`config.mk`:
```
export PLATFORM = sky130hd
export DESIGN_NAME = dbg_trig_bank
export DESIGN_NICKNAME = d
export VERILOG_FILES = /design/src/rtl/dbg_trig_pkg.sv /design/src/rtl/dbg_trig_legalize.sv /design/src/rtl/dbg_trig_slot.sv /design/src/rtl/dbg_trig_rdmux.sv /design/src/rtl/dbg_trig_bank.sv
export SDC_FILE = /design/constraint.sdc
export NUM_CORES = 1
export LEC_CHECK = 0
export BUFFER_PORTS_ARGS = -buffer_cell sky130_fd_sc_hd__buf_2
export CAP_MARGIN = 20
export CORE_ASPECT_RATIO = 1.5
export CORE_UTILIZATION = 29
export DETAILED_ROUTE_END_ITERATION = 8
export GPL_TIMING_DRIVEN = 1
export PLACE_DENSITY = 0.49
export SYNTH_ARGS = -nofsm -noshare
export SYNTH_HDL_FRONTEND = slang
export SYNTH_HIERARCHICAL = 1
export SYNTH_SLANG_ARGS = --single-unit
```
`constraint.sdc`:
```
create_clock -name clk -period 4.25 [get_ports clk]
set_clock_uncertainty 0.1 [all_clocks]
set_input_delay 0.2125 -clock clk [delete_from_list [all_inputs] [get_ports clk]]
set_output_delay 0.2125 -clock clk [all_outputs]
set_load 0.02 [all_outputs]
```
`src/rtl/dbg_trig_pkg.sv`:
```
package dbg_trig_pkg;
  localparam int DW = 64;
  localparam int AW = 3;

  localparam logic [AW-1:0] A_SEL  = 3'd0;
  localparam logic [AW-1:0] A_CTRL = 3'd1;
  localparam logic [AW-1:0] A_CMP  = 3'd2;
  localparam logic [AW-1:0] A_AUX  = 3'd3;
  localparam logic [AW-1:0] A_CAP  = 3'd4;

  localparam logic [3:0] KIND_MC  = 4'd2;
  localparam logic [3:0] KIND_MC6 = 4'd6;

  localparam logic [DW-1:0] CAP_VALUE = (DW'(1) << KIND_MC) | (DW'(1) << KIND_MC6);

  function automatic logic [DW-1:0] reset_ctrl(input logic m64);
    logic [DW-1:0] v;
    v = '0;
    if (m64) v[63:60] = KIND_MC;
    else     v[31:28] = KIND_MC;
    return v;
  endfunction
endpackage

```
`src/rtl/dbg_trig_legalize.sv`:
```
module dbg_trig_legalize
  import dbg_trig_pkg::*;
(
  input  logic [DW-1:0] wdata,
  input  logic          m64,
  output logic          ok,
  output logic [DW-1:0] ctrl
);
  logic [3:0] kind;
  logic [3:0] code;
  logic       is6;
  logic       size_ok;

  always_comb begin
    kind    = m64 ? wdata[63:60] : wdata[31:28];
    ok      = (kind == KIND_MC) || (kind == KIND_MC6);
    is6     = (kind == KIND_MC6);
    code    = is6 ? wdata[19:16] : {(m64 ? wdata[22:21] : 2'b00), wdata[17:16]};
    size_ok = (code <= 4'd3) || (code == 4'd5);
    ctrl      = '0;
    ctrl[4:0] = wdata[4:0];
    ctrl[6]   = wdata[6];
    if (is6) ctrl[24:23] = wdata[24:23];
    if (size_ok) begin
      if (is6) ctrl[19:16] = code;
      else begin
        ctrl[17:16] = code[1:0];
        if (m64) ctrl[22:21] = code[3:2];
      end
    end
    if (m64) ctrl[63:60] = kind;
    else     ctrl[31:28] = kind;
  end
endmodule

```
`src/rtl/dbg_trig_slot.sv`:
```
module dbg_trig_slot
  import dbg_trig_pkg::*;
(
  input  logic          clk,
  input  logic          rst,
  input  logic          m64,
  input  logic          wr_ctrl,
  input  logic          wr_cmp,
  input  logic [DW-1:0] ctrl_new,
  input  logic [DW-1:0] cmp_new,
  output logic [DW-1:0] ctrl_q,
  output logic [DW-1:0] cmp_q,
  output logic          chg_q
);
  always_ff @(posedge clk) begin
    if (rst) begin
      ctrl_q <= reset_ctrl(m64);
      cmp_q  <= '0;
      chg_q  <= 1'b0;
    end else begin
      chg_q <= (wr_ctrl && (ctrl_new != ctrl_q)) || (wr_cmp && (cmp_new != cmp_q));
      if (wr_ctrl) ctrl_q <= ctrl_new;
      if (wr_cmp)  cmp_q  <= cmp_new;
    end
  end
endmodule

```
`src/rtl/dbg_trig_rdmux.sv`:
```
module dbg_trig_rdmux
  import dbg_trig_pkg::*;
#(
  parameter int NUM_TRIG = 2,
  parameter int SEL_W    = 1
) (
  input  logic [AW-1:0]          addr,
  input  logic [SEL_W-1:0]       sel,
  input  logic [NUM_TRIG*DW-1:0] ctrl_flat,
  input  logic [NUM_TRIG*DW-1:0] cmp_flat,
  output logic [DW-1:0]          rdata
);
  always_comb begin
    case (addr)
      A_SEL:   rdata = DW'(sel);
      A_CTRL:  rdata = ctrl_flat[int'(sel)*DW +: DW];
      A_CMP:   rdata = cmp_flat[int'(sel)*DW +: DW];
      A_CAP:   rdata = CAP_VALUE;
      default: rdata = '0;
    endcase
  end
endmodule

```
`src/rtl/dbg_trig_bank.sv`:
```
module dbg_trig_bank
  import dbg_trig_pkg::*;
#(
  parameter int NUM_TRIG = 2
) (
  input  logic                   clk,
  input  logic                   rst,
  input  logic                   mode64,
  input  logic [2:0]             csr_addr,
  input  logic                   csr_we,
  input  logic [63:0]            csr_wdata,
  output logic [63:0]            csr_rdata,
  output logic [NUM_TRIG*64-1:0] trig_ctrl,
  output logic [NUM_TRIG*64-1:0] trig_cmp,
  output logic [NUM_TRIG-1:0]    trig_cfg_chg
);
  localparam int SEL_W = (NUM_TRIG > 1) ? $clog2(NUM_TRIG) : 1;

  logic [SEL_W-1:0] sel_q;
  logic             leg_ok;
  logic [DW-1:0]    leg_ctrl;
  logic [DW-1:0]    cmp_new;
  logic             wr_ctrl_any;
  logic             wr_cmp_any;

  always_ff @(posedge clk) begin
    if (rst) sel_q <= '0;
    else if (csr_we && csr_addr == A_SEL && csr_wdata < DW'(NUM_TRIG))
      sel_q <= csr_wdata[SEL_W-1:0];
  end

  dbg_trig_legalize leg_i (
    .wdata (csr_wdata),
    .m64   (mode64),
    .ok    (leg_ok),
    .ctrl  (leg_ctrl)
  );

  assign cmp_new     = mode64 ? csr_wdata : {32'b0, csr_wdata[31:0]};
  assign wr_ctrl_any = csr_we && (csr_addr == A_CTRL) && leg_ok;
  assign wr_cmp_any  = csr_we && (csr_addr == A_CMP);

  for (genvar i = 0; i < NUM_TRIG; i++) begin : g_slot
    dbg_trig_slot slot_i (
      .clk      (clk),
      .rst      (rst),
      .m64      (mode64),
      .wr_ctrl  (wr_ctrl_any && (int'(sel_q) == i)),
      .wr_cmp   (wr_cmp_any && (int'(sel_q) == i)),
      .ctrl_new (leg_ctrl),
      .cmp_new  (cmp_new),
      .ctrl_q   (trig_ctrl[i*DW +: DW]),
      .cmp_q    (trig_cmp[i*DW +: DW]),
      .chg_q    (trig_cfg_chg[i])
    );
  end

  dbg_trig_rdmux #(.NUM_TRIG(NUM_TRIG), .SEL_W(SEL_W)) rd_i (
    .addr      (csr_addr),
    .sel       (sel_q),
    .ctrl_flat (trig_ctrl),
    .cmp_flat  (trig_cmp),
    .rdata     (csr_rdata)
  );
endmodule

```
# Yosys cells after proc, flatten, opt, wreduce, memory -nomap -nowiden
# Cells that the tools add are included.
# totals
reg_bits	175
word_cells	63
# classes
n_lt_le_gt_ge	2
eq_ne	10
shift	2
n_mux	19
bitwise_logic	1
reduce_logical	20
# op_table
cell	count
two-way mux 64 bit	5
one-hot mux 64 bit (4 select lines)	1
indexed part select 128 x 8 -> 64 bit	2
!= test 64 bit	2
less-than comparator 64 x 2 -> 1 bit (second input constant)	1
!= test 22 bit	2
two-way mux 4 bit	5
two-way mux 2 bit	8
logical AND 1 bit	13
equality test 4 x 3 -> 1 bit (second input constant)	2
equality test 4 x 2 -> 1 bit (second input constant)	1
less-or-equal comparator 4 x 2 -> 1 bit (second input constant)	1
logical OR 1 bit	4
nonzero test 2 bit	2
equality test 3 x 1 -> 1 bit (second input constant)	1
equality test 3 x 2 -> 1 bit (second input constant)	1
equality test 3 bit (second input constant)	1
logical NOT 3 bit	1
NOT 1 bit	1

# Logic depth before layout (Yosys ltp)
# logic_depth
depth_word	9
mapped_depth	10
ltp_nobuf	8

# By module
# The synthesis kept the hierarchy.
# by_module_without_submodules
module	n_inst	cells_each	area_per_inst_um2	seq_area_each_um2
dbg_trig_slot	2	580	5916.9	2662.6
dbg_trig_rdmux	1	168	2209.6	0.0
dbg_trig_legalize	1	82	598.1	0.0
dbg_trig_bank	1	70	452.9	20.0

# Worst setup path before layout
# No wires, ideal clock.
# synth_path
path_type	input -> register
startpoint	in csr_wdata[60]
endpoint	reg g_slot[0].slot_i.chg_q
t_arrival_ns	2.196
t_required_ns	4.033
path_slack_ns	1.837
cell_stages	9
cell_sequence	or4bb_1 o2bb2a_4 buf_6 mux2i_1 xnor2_1 nand4_1 nor4_1 nand4_1 a32o_1
# synth_between
elab_chain_cells	9
elab_cells_between_ends	24
classes_between	order compare (1); eq/ne (5); mux (11); reduce/logical (7)
# synth_rtl
item	line_no	text
from (decl)	dbg_trig_bank.sv:11	input logic [63:0] csr_wdata,
two-way mux 4 bit (*)	dbg_trig_legalize.sv:15	kind = m64 ? wdata[63:60] : wdata[31:28];
equality test 4 x 3 -> 1 bit (*)	dbg_trig_legalize.sv:17	is6 = (kind == KIND_MC6);
two-way mux 4 bit (*)	dbg_trig_legalize.sv:18	code = is6 ? wdata[19:16] : {(m64 ? wdata[22:21] : 2'b00), wdata[17:16]};
less-or-equal comparator 4 x 2 -> 1 bit or equality test 4 x 3 -> 1 bit (tied branches)	dbg_trig_legalize.sv:19	size_ok = (code <= 4'd3) || (code == 4'd5);
logical OR 1 bit (*)	dbg_trig_legalize.sv:19	
two-way mux 4 bit (*)	dbg_trig_legalize.sv:24	if (size_ok) begin
via leg_ctrl[16]	dbg_trig_bank.sv:21	logic [DW-1:0] leg_ctrl;
!= test 22 bit (*)	dbg_trig_slot.sv:21	chg_q <= (wr_ctrl && (ctrl_new != ctrl_q)) || (wr_cmp && (cmp_new != cmp_q));
logical AND 1 bit (*)	dbg_trig_slot.sv:21	
logical OR 1 bit (*)	dbg_trig_slot.sv:21	
to (signal assigned)	dbg_trig_slot.sv:21	
to (decl)	dbg_trig_slot.sv:13	output logic chg_q
# The timed path passes the listed nets; every way through them passes the cells marked *.
# A chain may end at the register's enable or synchronous reset.

# Worst setup path in the final report
# layout_path
startpoint	reg sel_q
endpoint	out csr_rdata[6]
# layout_between
elab_chain_cells	2
elab_cells_between_ends	3
classes_between	shift (2); mux (1)
# layout_rtl
item	line_no	text
from (decl)	dbg_trig_bank.sv:19	logic [SEL_W-1:0] sel_q;
from (signal assigned)	dbg_trig_bank.sv:29	sel_q <= csr_wdata[SEL_W-1:0];
indexed part select 128 x 8 -> 64 bit (on tied branches)	dbg_trig_rdmux.sv:17, dbg_trig_rdmux.sv:16	
one-hot mux 64 bit (4 select lines) (*)	dbg_trig_rdmux.sv:14	case (addr)
to (decl)	dbg_trig_bank.sv:12	output logic [63:0] csr_rdata,
# Every way passes the cells marked *; elsewhere a longest branch is shown, timed or not.

==> metrics.csv <==
stage,metric,value,unit
floorplan,die_area,53000,sq um
timing,max_freq,326,MHz
cts,cts-htree-levels,1,
cts,cts.sinks,259,
route,remaining_drc_errors,0,
grt,grt_max_degree,126,
timing,worstMarginPinSlew,1.08,ns
job,maxCapViolations,0,
cts,cts.repair.resized,0,
worst_setup_path,critPathKind,flop to primary output,
cells_and_area,fillers,5294,
cts,clock_path_buffers,3,
pwr,power,5.71,mW
cts,hold_buffers,31,
cells_and_area,drive_above_1_share,28.3,%
cells_and_area,multiInputGateArea,9060,sq um
timing,rsz0062_at_grt,false,
route,drt-initial-drc-count,767,
worst_setup_path,critPathArrivalTime,2.75,ns
timing,fin_crit,3.07,ns
place,preCtsSetupSlack,1.07,ns
cts,clockRootBuffer,clkbuf_16,
floorplan,core_area,51600,sq um
pwr,ir_drop,0.000275,V
yosys,synthTopCellsByArea,"dfxtp_1 (32%), mux2i_1 (16%), xnor2_1 (15%)",
worst_setup_path,end_kind,primary output,
yosys,ys_async_sr_fraction,0,%
cts,cts_buffers,29,
yosys,ys_types,47,
yosys,synth-edff-count,16,
grt,grt_pass1_wl,93.1,mm
cells_and_area,fin_nets,1931,
yosys,ys_warn_count,6,
pwr,powerDensity,306,nW/um^2
yosys,synth_cells,1480,
worst_setup_path,cp.buffers_inverters,2,
worst_setup_path,crit_fanout,38,
cts,cts_tree,done,
timing,final.setup.worst_slack,1.18,ns
grt,grt_overflow_total,0,
cells_and_area,final_common_cell,buf_2,
worst_hold_path,hp-class,input pin to flop,
cells_and_area,synthToLayoutAreaGrowth,23.7,%
yosys,synth_flop_cell,dfxtp_1,
cts,path_clk_slew,0.06,ns
route,vias_per_cell,5.01,
grt,grt_pass1_vias,12391,
cells_and_area,fin_cells,2560,
cts,clk_latency,0.57,ns
worst_setup_path,crit_family,buffers and inverters,
cts,post-cts-setup-buffers,0,
floorplan,die_width,188,um
yosys,synth_seq_cells,259,
timing,timing.final.crit_share,72.2,%
place,dp.cells,2474,
route,firstDrtPassIters,5,
route,wl,67.4,mm
cells_and_area,regArea,5350,sq um
timing,slew_headroom,28.1,%
cells_and_area,final_cell_mix,"buf_2 (391), xnor2_1 (256), nor2_1 (248)",
worst_setup_path,crit_chain,"buf_4, nor2_1, mux2_2, o31ai_1, buf_2",
worst_setup_path,crit_slowest_cell,dfxtp_4,
floorplan,initial_core_util,29.3,%
worst_setup_path,max_stage_delay,0.75,ns
worst_setup_path,start_kind,flop,
floorplan,io_pins,393,
yosys,synth_top_cell_by_area,dfxtp_1,
route,vias,12838,
timing,setup_tns,0,ns
grt,grt_usage,24.6,%
yosys,synth_top_cell_area_share,32.2,%
floorplan,rows,102,
timing,setup_viol,0,
yosys,avgSynthCellArea,10.2,sq um
yosys,yosysSeqAreaShare,35.4,%
place,gp_congestion,0.959,
yosys,syn-cell-area,15100,sq um
place,dp_hpwl,53.2,mm
grt,antenna_found_initial,3,
timing,maxSlewViolCount,0,
floorplan,die_h,281,um
worst_setup_path,crit_required,3.94,ns
route,drt.antenna.violating_nets,0,
route,wl_per_cell,26.3,um
place,port_buffers,392,
cells_and_area,final_core_utilization,36.2,%
timing,hold_viol_final,0,
outcome,status,"finished, final reports clean",
pwr,power.leakage,7.21,nW
[flip-flops by register name (all words and copies together), names as in the netlist]
register,count
sel_q,1
g_slot.slot_i/chg_q,2
g_slot.slot_i/cmp_q,128
g_slot.slot_i/ctrl_q,128
[stage by stage]
stage / cell area [sq um] / hold WS, ns
after global placement: 17400 / 0.433
after floorplan: 15300 / 0.260
after detailed placement: 17400 / 0.446
final: 18700 / 0.0241
after global routing: 18700 / 0.0443
after CTS: 18700 / 0.00556
[layout make-up]
cell class,count,share of cell area [%]
multi-input combinational,1125,48.5
tap,676,4.53
timing repair buffer,440,13.1
clock buffer,43,4.65
inverter,5,0.101
sequential,259,28.6
clock inverter,10,0.395
antenna,2,0.0268
[where the power goes]
group          leakage [nW]  switching, mW  total, mW  internal [mW]
sequential             2.12         0.0333       2.50           2.47
combinational          4.62          0.433      0.675          0.242
clock                 0.467           1.07       2.53           1.46
total                  7.21           1.54       5.71           4.17
[synth_stat cells (2+ instances only)]
master,instances
a22o_1,2
nor2_1,250
o31ai_1,2
nand4_1,72
mux4_1,3
nand3_1,3
buf_6,3
nor4_2,5
and2b_1,57
o21ai_0,4
or2_2,2
nor4_1,28
xnor2_1,256
buf_4,56
nor2b_1,9
mux2_2,2
dfxtp_1,243
and2_1,53
buf_12,6
buf_2,24
nand2_1,5
mux2i_1,245
mux4_2,58
edfxtp_1,16
a32o_1,2
nand2b_1,5
and3_1,2
clkbuf_1,44
inv_1,5
[routing by layer]
metal / wire length [um] / vias to the layer above / global-route usage, %
li1: - / 5802 / -
met1: 25400 / 6400 / 28.0
met2: 34500 / 526 / 44.7
met3: 4000 / 108 / 3.63
met4: 3430 / 2 / 12.1
met5: 11 / - / 0
[worst paths after layout]
path / slack, ns / end / start / depth (start not counted)
max reg2reg: 1.60 / g_slot[0].slot_i/ctrl_q[30]$_SDFFCE_PP0P_ / sel_q$_SDFFE_PP0P_ / 4
max: 1.18 / csr_rdata[6] / sel_q$_SDFFE_PP0P_ / 5
min reg2reg: 0.46 / g_slot[1].slot_i/cmp_q[8]$_SDFFE_PP0P_ / g_slot[1].slot_i/cmp_q[8]$_SDFFE_PP0P_ / 2
min: 0.02 / sel_q$_SDFFE_PP0P_ / csr_wdata[50] / 4
[tightest hold or removal path: cells and delay by family]
family                 cells  cell delay [ns]
and+or+nand+nor            2             0.24
buffers and inverters      1             0.10
muxes                      1             0.08
[logic make-up (layout without fill, tap and decap cells)]
| family | Yosys count | count (layout) | share of synthesized area [%] |
|---|---|---|---|
| compound gates | 15 | 15 | 0.812 |
| simple gates | 501 | 501 | 17.4 |
| other cells | 1 | 46 | 0.0248 |
| flops | 259 | 259 | 35.4 |
| mux | 308 | 308 | 25.6 |
| xor+xnor | 257 | 257 | 14.9 |
| buf+inv | 139 | 498 | 5.84 |
Note: power is estimated with default switching activity, not from simulation.
